===== config.mk =====
export PLATFORM = sky130hd
export DESIGN_NAME = intr_handler
export DESIGN_NICKNAME = d
export VERILOG_FILES = /design/src/rtl/intr_handler.sv
export SDC_FILE = /design/constraint.sdc
export NUM_CORES = 1
export LEC_CHECK = 0
export ABC_AREA = 1
export BUFFER_PORTS_ARGS = -buffer_cell sky130_fd_sc_hd__buf_2
export CORE_ASPECT_RATIO = 1.4
export CORE_MARGIN = 2
export CORE_UTILIZATION = 40
export CTS_CLUSTER_DIAMETER = 100
export DETAILED_ROUTE_END_ITERATION = 8
export GPL_TIMING_DRIVEN = 1
export PLACE_DENSITY = 0.64
export SYNTH_ARGS = -nofsm -noshare
export SYNTH_HDL_FRONTEND = slang
export SYNTH_SLANG_ARGS = --single-unit

===== constraint.sdc =====
create_clock -name clk -period 125.1 [get_ports clk]
set_clock_uncertainty 0.2 [all_clocks]
set_input_delay 25.02 -clock clk [delete_from_list [all_inputs] [get_ports clk]]
set_output_delay 25.02 -clock clk [all_outputs]
set_load 0.005 [all_outputs]

===== src/rtl/intr_handler.sv =====
module intr_handler #(
  parameter int NLINES = 32,
  parameter int PRIO_W = 5,
  parameter int ADDR_W = 8,
  parameter int DATA_W = 32
) (
  input  logic              clk,
  input  logic              rst_n,
  input  logic [NLINES-1:0] irq_in,
  input  logic              wr_en,
  input  logic              rd_en,
  input  logic [ADDR_W-1:0] addr,
  input  logic [DATA_W-1:0] wdata,
  output logic [DATA_W-1:0] rdata,
  output logic              irq_out,
  output logic              fiq_out
);
  localparam int LW = $clog2(NLINES);
  localparam logic [ADDR_W-1:0] A_PEND = ADDR_W'(8'h00);
  localparam logic [ADDR_W-1:0] A_MASK = ADDR_W'(8'h04);
  localparam logic [ADDR_W-1:0] A_NCOD = ADDR_W'(8'h10);
  localparam logic [ADDR_W-1:0] A_FCOD = ADDR_W'(8'h14);
  localparam logic [ADDR_W-1:0] A_CTRL = ADDR_W'(8'h18);
  localparam logic [ADDR_W-1:0] A_CFG0 = ADDR_W'(8'h1C);
  localparam logic [ADDR_W-1:0] A_CFGN = ADDR_W'(8'h1C + 4 * (NLINES - 1));
  localparam logic [ADDR_W-1:0] A_SWTR = ADDR_W'(8'h9C);

  logic [NLINES-1:0] pend, pend_nx, in_q, mask, sens, steer;
  logic [PRIO_W-1:0] prio [NLINES];
  logic [LW-1:0]     ncode, fcode, nwin, fwin;
  logic              nopen, fopen;

  logic [ADDR_W-1:0] cfg_off;
  logic [LW-1:0]     cfg_idx;
  logic              cfg_hit;
  assign cfg_off = addr - A_CFG0;
  assign cfg_idx = cfg_off[LW+1:2];
  assign cfg_hit = (addr >= A_CFG0) && (addr <= A_CFGN) && (addr[1:0] == 2'b00);

  logic [NLINES-1:0] elig_n, elig_f, sw_bit;
  assign elig_n = pend & ~mask & ~steer;
  assign elig_f = pend & ~mask & steer;
  assign sw_bit = (wr_en && addr == A_SWTR) ? (wdata[NLINES-1:0] & (~wdata[NLINES-1:0] + 1'b1)) : '0;

  logic ctrl_wr;
  assign ctrl_wr = wr_en && addr == A_CTRL;

  always_comb begin
    logic [PRIO_W-1:0] bn, bf;
    bn = '1; bf = '1; nwin = '0; fwin = '0;
    for (int i = 0; i < NLINES; i++) begin
      if (elig_n[i] && prio[i] <= bn) begin bn = prio[i]; nwin = LW'(i); end
      if (elig_f[i] && prio[i] <= bf) begin bf = prio[i]; fwin = LW'(i); end
    end
  end

  always_comb begin
    pend_nx = pend;
    if (wr_en && addr == A_PEND) pend_nx = pend_nx & (wdata[NLINES-1:0] | (irq_in & sens));
    if (rd_en && addr == A_NCOD && !sens[ncode]) pend_nx[ncode] = 1'b0;
    if (rd_en && addr == A_FCOD && !sens[fcode]) pend_nx[fcode] = 1'b0;
    pend_nx = pend_nx | (irq_in & ~in_q & ~sens) | (irq_in & sens) | sw_bit;
    pend_nx = pend_nx & ~(sens & ~irq_in);
  end

  always_ff @(posedge clk or negedge rst_n) begin
    if (!rst_n) begin
      pend <= '0; in_q <= '0; mask <= '1; sens <= '0; steer <= '0;
      for (int i = 0; i < NLINES; i++) prio[i] <= '0;
      ncode <= '0; fcode <= '0; nopen <= 1'b1; fopen <= 1'b1;
      irq_out <= 1'b0; fiq_out <= 1'b0;
    end else begin
      pend <= pend_nx;
      in_q <= irq_in;
      if (wr_en && addr == A_MASK) mask <= wdata[NLINES-1:0];
      if (wr_en && cfg_hit) begin
        prio[cfg_idx]  <= wdata[PRIO_W+1:2];
        sens[cfg_idx]  <= wdata[1];
        steer[cfg_idx] <= wdata[0];
      end
      if (ctrl_wr && wdata[0]) begin
        irq_out <= 1'b0; nopen <= 1'b1;
      end else if (nopen && |elig_n) begin
        irq_out <= 1'b1; nopen <= 1'b0; ncode <= nwin;
      end
      if (ctrl_wr && wdata[1]) begin
        fiq_out <= 1'b0; fopen <= 1'b1;
      end else if (fopen && |elig_f) begin
        fiq_out <= 1'b1; fopen <= 1'b0; fcode <= fwin;
      end
    end
  end

  always_comb begin
    rdata = '0;
    if (cfg_hit) rdata = DATA_W'({prio[cfg_idx], sens[cfg_idx], steer[cfg_idx]});
    else case (addr)
      A_PEND: rdata = DATA_W'(pend);
      A_MASK: rdata = DATA_W'(mask);
      A_NCOD: rdata = DATA_W'(ncode);
      A_FCOD: rdata = DATA_W'(fcode);
      default: rdata = '0;
    endcase
  end

  AST_LEVEL_LOW_CLEAR: assert property (@(posedge clk) disable iff (!rst_n)
    $past(rst_n) |-> ((pend & $past(sens) & ~$past(irq_in)) == '0));
  AST_IRQ_RISE_ELIG: assert property (@(posedge clk) disable iff (!rst_n)
    $rose(irq_out) |-> $past(|(pend & ~mask & ~steer)));
  AST_FIQ_RISE_ELIG: assert property (@(posedge clk) disable iff (!rst_n)
    $rose(fiq_out) |-> $past(|(pend & ~mask & steer)));
  AST_IRQ_HOLD: assert property (@(posedge clk) disable iff (!rst_n)
    (irq_out && !(ctrl_wr && wdata[0])) |=> (irq_out && $stable(ncode)));
  AST_FIQ_HOLD: assert property (@(posedge clk) disable iff (!rst_n)
    (fiq_out && !(ctrl_wr && wdata[1])) |=> (fiq_out && $stable(fcode)));
  AST_SWTRIG_ONE: assert property (@(posedge clk) disable iff (!rst_n)
    (wr_en && addr == A_SWTR) |-> $onehot0(sw_bit));
endmodule


* Yosys cells after proc, flatten, opt, wreduce, memory -nomap -nowiden
Cells that the tools add are included.
** Word-level totals
- Register bits :: 334
- Bits in latches :: 0
- Memory bits (writable) :: 0
- ROM bits :: 0
- Bits of input ports :: 76
- Output and inout bits :: 34
- Word-level logic and storage cells :: 404
- Memories kept :: 0
** Cells by class
- Add/subtract/negate cells :: 2
- Multiply operators :: 0
- Divide/modulo/power cells :: 0
- Order comparisons :: 73
- Equality and inequality tests :: 5
- Shifts and indexed selects :: 0
- Muxes and demuxes :: 160
- Bitwise operators :: 28
- Reductions and logical operators :: 93
** Operators with widths (count)
- 5-bit two-way mux :: 125
- 32-bit bitwise AND :: 12
- 5-bit <= comparator :: 62
- 32-bit inverter :: 9
- 160-bit bitwise mux :: 1
- 32-bit two-way mux :: 5
- 32-bit bitwise OR :: 4
- 32-bit case mux with 4 select lines :: 1
- 1-bit logical AND :: 83
- 32-bit bitwise mux :: 2
- 32-bit OR reduction :: 2
- 32-bit by 1-bit adder with 32-bit output (second input constant) :: 1
- 5-bit binary-select mux with 5-bit select :: 1
- 5-bit demux with 5-bit select :: 1
- 8-bit by 5-bit equality test with 1-bit output (second input constant) :: 3
- 1-bit binary-select mux with 5-bit select :: 4
- 5-bit by 6-bit less-than comparator with 1-bit output (second input constant) :: 3
- 1-bit two-way mux :: 17
- 1-bit demux with 5-bit select :: 3
- 5-bit by 1-bit greater-or-equal comparator with 1-bit output (second input constant) :: 3
- 8-bit by 3-bit equality test with 1-bit output (second input constant) :: 1
- 8-bit equality test (second input constant) :: 1
- 8-bit by 5-bit greater-or-equal comparator with 1-bit output (second input constant) :: 1
- 8-bit <= comparator (second input constant) :: 1
- other kinds (11) :: 15

* Depth between registers and ports, before layout
Gate-level depths: netlist (run 1).
- Word-level depth :: 98
- Mapped depth :: 361
- Gate-level depth less buffers :: 333

* Worst setup path before layout (run 1)
No wires, ideal clock.
- Path kind :: input port to output port
- From :: input addr[2]
- To :: output rdata[0]
- Data arrival time :: 27905 ps
- Required time :: 99880 ps
- Path slack :: 71975 ps
- Stages :: 15
- Path buffers :: 7
- Cells stage by stage :: clkbuf_1 inv_1 clkbuf_1 clkbuf_1 clkbuf_1 ha_1 inv_1 clkbuf_1 clkbuf_1 clkbuf_1 a21oi_1 o21ai_0 a21oi_1 o41ai_1 o21ai_0
** On the way
- Word-level cells in the longest chain between the ends :: 4
- Elaborated cells on any way between the ends :: 13
- Classes of those cells :: add/sub (1); order compare (2); eq/ne (3); mux (4); reduce/logical (3)
** Ends and longest elaborated chain
- from (decl) :: line 12 : input logic [ADDR_W-1:0] addr,
- 7-bit by 5-bit subtractor with 7-bit output (tied with other cells) :: line 36 : assign cfg_off = addr - A_CFG0;
- 1-bit binary-select mux with 5-bit select / 1-bit logical AND (equally long branches) :: line 96, 38
- 1-bit two-way mux (not written as such) / 1-bit logical AND (equally long branches) :: line 96, 38
- 32-bit two-way mux * :: line 96 : if (cfg_hit) rdata = DATA_W'({prio[cfg_idx], sens[cfg_idx], steer[cfg_idx]});
- to (decl) :: line 14 : output logic [DATA_W-1:0] rdata,
Every way passes the cells marked *; elsewhere a longest branch is shown, timed or not. The select of a mux whose other input is x is not followed.

* Worst setup path in the final report (run 1)
- From :: input addr[2]
- To :: output rdata[5]
** On the way
- Word-level cells in the longest chain between the ends :: 6
- Elaborated cells on any way between the ends :: 15
- Classes of those cells :: add/sub (1); order compare (2); eq/ne (3); mux (5); bitwise (1); reduce/logical (3)
** Ends and longest elaborated chain (line)
- 7-bit by 5-bit subtractor with 7-bit output :: 36
- 5-bit inverter with 6-bit output (not written as such) :: 96
- 5-bit binary-select mux with 5-bit select :: 96
- 5-bit two-way mux (not written as such) (2 in series) :: 96
- 32-bit two-way mux * :: 96
Marks and branches as above.

==> results of run 1 <==
-- metal layers --
| layer | vias up | GRT usage [%] |
|---|---|---|
| met5 | - | 0 |
| met4 | 4 | 22.2 |
| met3 | 446 | 4.17 |
| met2 | 1542 | 53.6 |
| met1 | 14900 | 38.6 |
| li1 | 15200 | - |
-- critical path, cell delays in order --
cell	delay (ns)
buf_4	0.40
clkinv_2	0.70
ha_2	0.61
buf_4	0.56
a21oi_1	0.08
o21ai_0	0.10
o21ai_0	0.26
a2111oi_0	0.88
a21oi_1	0.18
a221o_1	0.40
buf_2	0.17
-- sequential cells by signal, indices dropped and copies added, names as in the netlist --
| signal | flops |
|---|---|
| in_q | 32 |
| fiq_out | 1 |
| nopen | 1 |
| sens | 32 |
| ncode | 5 |
| mask | 32 |
| fcode | 5 |
| fopen | 1 |
| pend | 32 |
| prio | 160 |
| steer | 32 |
| irq_out | 1 |
-- cell families after synthesis --
group	synth area share, %
multiplexers	0.186
buffers and inverters	11.5
flip-flops	27.8
adder cells (fa/ha/maj)	10.5
XOR/XNOR	0.0579
AO/OA/AOI/OAI	20.4
AND/OR/NAND/NOR	29.7
-- cells in the mapped netlist (all sizes together) (2+ instances only) --
cell | n | area share, %
nand2 | 1158 | 16
o21ai | 651 | 11
inv | 568 | 7.0
nand3 | 360 | 6.0
dfrtp | 300 | 25
ha | 253 | 10
a21oi | 250 | 4.2
nor2 | 199 | 2.5
clkbuf | 140 | 2.9
nand4 | 136 | 2.8
nor3 | 84 | 1.4
a221oi | 62 | 1.8
buf | 36 | 1.2
dfstp | 34 | 3.0
o22ai | 29 | 0.60
nor4 | 23 | 0.48
a31oi | 19 | 0.39
a21o | 18 | 0.45
and3 | 18 | 0.42
a22o | 13 | 0.38
a22oi | 10 | 0.25
and2 | 10 | 0.21
clkdlybuf4s15 | 8 | 0.30
o2111ai | 8 | 0.23
o221ai | 8 | 0.23
nor3b | 7 | 0.21
o21bai | 7 | 0.19
o31ai | 7 | 0.17
o21a | 6 | 0.15
a2111oi | 5 | 0.14
clkinv | 5 | 0.062
mux2 | 5 | 0.19
o41ai | 5 | 0.14
a32oi | 4 | 0.12
or2 | 3 | 0.062
a211oi | 2 | 0.050
a21boi | 2 | 0.050
a41oi | 2 | 0.058
-- worst max path at each step --
stage	from	to	slack, ns
final	addr[2]	rdata[5]	70.47
after global routing	addr[2]	rdata[5]	70.26
after CTS	addr[2]	rdata[5]	70.62
after detailed placement	addr[2]	rdata[5]	70.61
after global placement	addr[2]	rdata[5]	70.67
after floorplan	addr[2]	rdata[0]	71.97
-- per-stage QoR --
step | hold slack, ns | setup WS, ns
finish | 0.272 | 70.47
global route | 0.303 | 70.26
CTS | 0.271 | 70.62
detailed placement | 0.263 | 70.61
global placement | 0.259 | 70.67
floorplan | 0.242 | 71.97
-- cell type report --
class | count | area [um^2] | area share, %
timing repair buffer | 160 | 941 | 2.91
multi-input combinational | 3370 | 18400 | 56.9
clock buffer | 48 | 1020 | 3.15
antenna | 1 | 2.50 | 0.00774
inverter | 573 | 2150 | 6.66
sequential | 334 | 8400 | 26.0
clock inverter | 16 | 199 | 0.615
tap | 968 | 1210 | 3.75
==> flow_metrics.py, run 1 <==
metrics = {
    "status": {
        "run_status": "completed",
    },
    "timing": {
        "final_hold_viol_count": 0,
        "max_slew_margin_pct": 15.0,
        "setup_tns_ns": 0,
        "worst_slew_pin_slew_ns": 1.26,
        "fin_crit_ns": 54.63,
        "setup_violations": 0,
        "fin_crit_sh_pct": 43.7,
        "drv_slew": 0,
        "fmax_mhz": 18.3,
        "grt_setup_unrepaired": "no",
    },
    "cells_and_area": {
        "stdcell_area_mm2": 0.0323,
        "final_cells": 5470,
        "drive_above_1_share_pct": 9.38,
        "syn2layout_area_growth_pct": 6.83,
        "final_common_cell": "nand2_1",
        "mostFrequentLayoutCells": "1033 x nand2_1, 636 x o21ai_0, 563 x inv_1, 355 x nand3_1, 300 x dfrtp_1",
        "fillers": 8011,
        "post-route-util_pct": 43.1,
        "nets": 4804,
    },
    "drt": {
        "drt-total-wl_mm": 128,
        "via_count": 32100,
        "wl_met1_mm": 48.5,
        "dr_wl_met2_mm": 59.1,
        "drtAntennaViolNets": 0,
        "wl_per_cell_um": 23.4,
        "drc": 0,
        "drt_iter0_markers": 3546,
        "firstDrtPassIters": 6,
        "routed.top_layer": "met5",
        "met3_length_mm": 9.76,
        "vias_per_cell": 5.87,
    },
    "floorplan": {
        "die_area_mm2": 0.0779,
        "die_y_um": 329,
        "core_area_mm2": 0.0750,
        "start_util_pct": 40.3,
        "ios": 110,
        "die_x_um": 236,
        "rows": 119,
    },
    "place": {
        "placed_cells": 5405,
        "place_congestion": 1.03,
        "dp_hpwl_mm": 99.6,
        "placed_area_mm2": 0.0311,
        "io_buffers": 109,
    },
    "global_route": {
        "grt_pass1_wl_mm": 189,
        "grt_usage_pct": 32.1,
        "grt_max_degree": 124,
        "grt_antenna_before_repair": 5,
        "grt-ovfl-total": 0,
        "grt_pass1_vias": 29700,
    },
    "worst_setup_path": {
        "ff2ff_path_depth": 305,
        "cp.arrival_ns": 29.41,
        "r2r_setup_slack_ns": 79.28,
        "cp_max_fo": 64,
        "critical_path_class": "in2out",
        "r2r-start": "steer[0]",
        "startpoint_type": "input port",
        "required_ns": 99.88,
        "endpoint_kind": "primary output",
        "timing.rr.end": "ncode[3]",
    },
    "worst_hold_path": {
        "holdCritStartpoint": "sens[16]",
        "hold_path_class": "reg2reg",
        "hold_depth": 1,
        "worstHoldEndpoint": "pend[16]",
    },
    "clock_network": {
        "cts_buffers": 36,
        "insertion_delay_ns": 0.56,
        "cts_buffer_depth": 3,
        "ctsRootBufferMaster": "clkbuf_16",
        "cts.hold.buffers_added": 0,
        "clock-sinks": 334,
        "tritoncts": "done",
        "post-cts-setup-buffers": 0,
        "cts_max_level": 2,
        "cts_resized": 0,
        "cts.clk_slew.worst_paths_ns": 0.06,
    },
    "synthesis": {
        "yosys_warnings": 0,
        "syn_area_mm2": 0.0303,
        "synth.distinct_cells": 64,
        "postSynthAreaPerCell_um2": 6.78,
        "ys_ff_latch": 334,
        "yosys_most_used_dff": "dfrtp_1",
        "ys_seq_area_share_pct": 27.8,
        "async_reset_ff_share_pct": 100,
        "syn-num-nets": 4791,
        "postSynthCellCount": 4462,
        "synth_edf_count": 0,
    },
    "flow_run": {
        "drv_cap": 0,
    },
}
Power of run 1 is not shown: default switching activity piles up to over one toggle a cycle in this logic, so the estimate is an artifact.
==> run 2: changes to the inputs <==
==> constraint.sdc (replaced) <==
create_clock -name clk -period 57.1 [get_ports clk]
set_clock_uncertainty 0.2 [all_clocks]
set_input_delay 11.42 -clock clk [delete_from_list [all_inputs] [get_ports clk]]
set_output_delay 11.42 -clock clk [all_outputs]
set_load 0.005 [all_outputs]
==> run 2 against run 1 <==
Against the previous run:
- cell count increased by 0.22%
- non-clock buffer count is 8 higher
- cell area is essentially flat
- utilization is essentially flat
- worst hold slack got worse by 0.0050 ns
- clock-buffer cell count increased by 5
==> flow_metrics.py, run 2 (synthesis gave the netlist of run 1 again) <==
metrics = {
    "status": {
        "run_status": "completed",
    },
    "worst_setup_path": {
        "slowest_delay_ns": 0.54,
        "crit_end": "ncode[3]",
        "slowest_stage": "o21ai_0",
        "cp_max_fo": 13,
        "startpoint_type": "flop",
        "timing.rr.end": "ncode[3]",
        "cp.arrival_ns": 44.89,
        "crit_start": "steer[0]",
        "required_ns": 57.34,
        "endpoint_kind": "flop",
        "critical_path_class": "reg2reg",
        "r2r_setup_slack_ns": 12.44,
        "r2r-start": "steer[0]",
        "ff2ff_path_depth": 305,
        "critPathMostFrequentCell": "nand2_1",
    },
    "drt": {
        "drc": 0,
        "wl_per_cell_um": 22.6,
        "drt-total-wl_mm": 124,
        "drt_iter0_markers": 3518,
        "via_count": 32100,
        "firstDrtPassIters": 6,
        "drtAntennaViolNets": 0,
        "vias_per_cell": 5.86,
    },
    "clock_network": {
        "tritoncts": "done",
        "cts_buffers": 36,
        "cts_max_level": 2,
        "cts.clk_slew.worst_paths_ns": 0.06,
        "insertion_delay_ns": 0.57,
        "cts_resized": 0,
        "clock-sinks": 334,
        "post-cts-setup-buffers": 0,
        "ctsRootBufferMaster": "clkbuf_16",
        "cts.hold.buffers_added": 0,
        "cts_buffer_depth": 3,
    },
    "global_route": {
        "grt_antenna_before_repair": 5,
        "grt_max_degree": 82,
        "grt_pass1_vias": 30300,
        "grt_pass1_wl_mm": 185,
        "grt-ovfl-total": 0,
        "grt_usage_pct": 31.2,
    },
    "timing": {
        "worst_slew_pin_slew_ns": 1.41,
        "fin_crit_ns": 44.66,
        "max_slew_margin_pct": 5.49,
        "setup_tns_ns": 0,
        "fmax_mhz": 22.4,
        "final_hold_viol_count": 0,
        "grt_setup_unrepaired": "no",
        "drv_slew": 0,
        "fin_crit_sh_pct": 78.2,
        "setup_violations": 0,
    },
    "floorplan": {
        "rows": 119,
        "ios": 110,
        "core_area_mm2": 0.0750,
        "start_util_pct": 40.3,
        "die_area_mm2": 0.0779,
        "die_y_um": 329,
        "die_x_um": 236,
    },
    "cells_and_area": {
        "post-route-util_pct": 43.1,
        "regMostFlops": "prio",
        "drive_above_1_share_pct": 9.38,
        "mostFrequentLayoutCells": "1033 x nand2_1, 636 x o21ai_0, 562 x inv_1, 355 x nand3_1, 300 x dfrtp_1",
        "largest_reg_flops": 160,
        "final_common_cell": "nand2_1",
        "fillers": 8069,
        "nets": 4812,
        "syn2layout_area_growth_pct": 6.89,
    },
    "place": {
        "place_congestion": 1.06,
        "dp_hpwl_mm": 94.8,
        "io_buffers": 109,
    },
    "flow_run": {
        "drv_cap": 0,
    },
    "worst_hold_path": {
        "hold_path_class": "reg2reg",
    },
}
[run 2: changes by cell type in the layout (fill, tap and decap cells not counted), sizes merged]
cell / change
buf: +8
bufinv: -1
clkbuf: +5
clkinv: -4
clkinvlp: +1
diode: +3
[run 2: worst min-delay path by stage]
stage          startpoint        to  slack (ns)  cells after the start
4_1_cts          sens[19]  pend[19]        0.27                      1
3_5_place_dp     sens[19]  pend[19]        0.26                      1
6_report         sens[19]  pend[19]        0.27                      1
2_1_floorplan    sens[19]  pend[19]        0.24                      1
5_1_grt          sens[19]  pend[19]        0.30                      1
3_3_place_gp     sens[19]  pend[19]        0.25                      1
[run 2: critical path, delay by kind of cell, from the launching register on]
kind / cells / cell delay, ns
compound gates: 67 / 16.75
simple gates: 155 / 15.11
fa+ha+maj: 31 / 9.34
buf+inv: 52 / 2.61
flops: 1 / 0.42
[run 2: cell type report]
class | count | area, um^2 | area share (%)
multi-input cells | 3370 | 18400 | 56.9
flip-flops and latches | 334 | 8400 | 26.0
inverters | 573 | 2150 | 6.65
well taps | 968 | 1210 | 3.74
clock buffers | 53 | 1000 | 3.11
repair buffers | 168 | 1000 | 3.09
clock inverters | 12 | 168 | 0.518
diodes | 4 | 10.0 | 0.0309
[run 2: stage by stage]
step,cells,setup WS [ns],instance area [um^2],hold slack [ns]
floorplan,4462,18.00,30300,0.242
global placement,5413,13.21,31200,0.252
detailed placement,5413,12.96,31200,0.258
CTS,5478,12.80,32300,0.268
global route,5479,7.22,32300,0.296
finish,5482,12.44,32300,0.267
[run 2: routing by layer]
metal | track usage (%) | part of all wire [%]
met1 | 36.9 | 38
met2 | 51.3 | 45
met3 | 4.91 | 7.8
met4 | 23.4 | 8.6
met5 | 0 | 0
Power of run 2 is left out for the same reason.
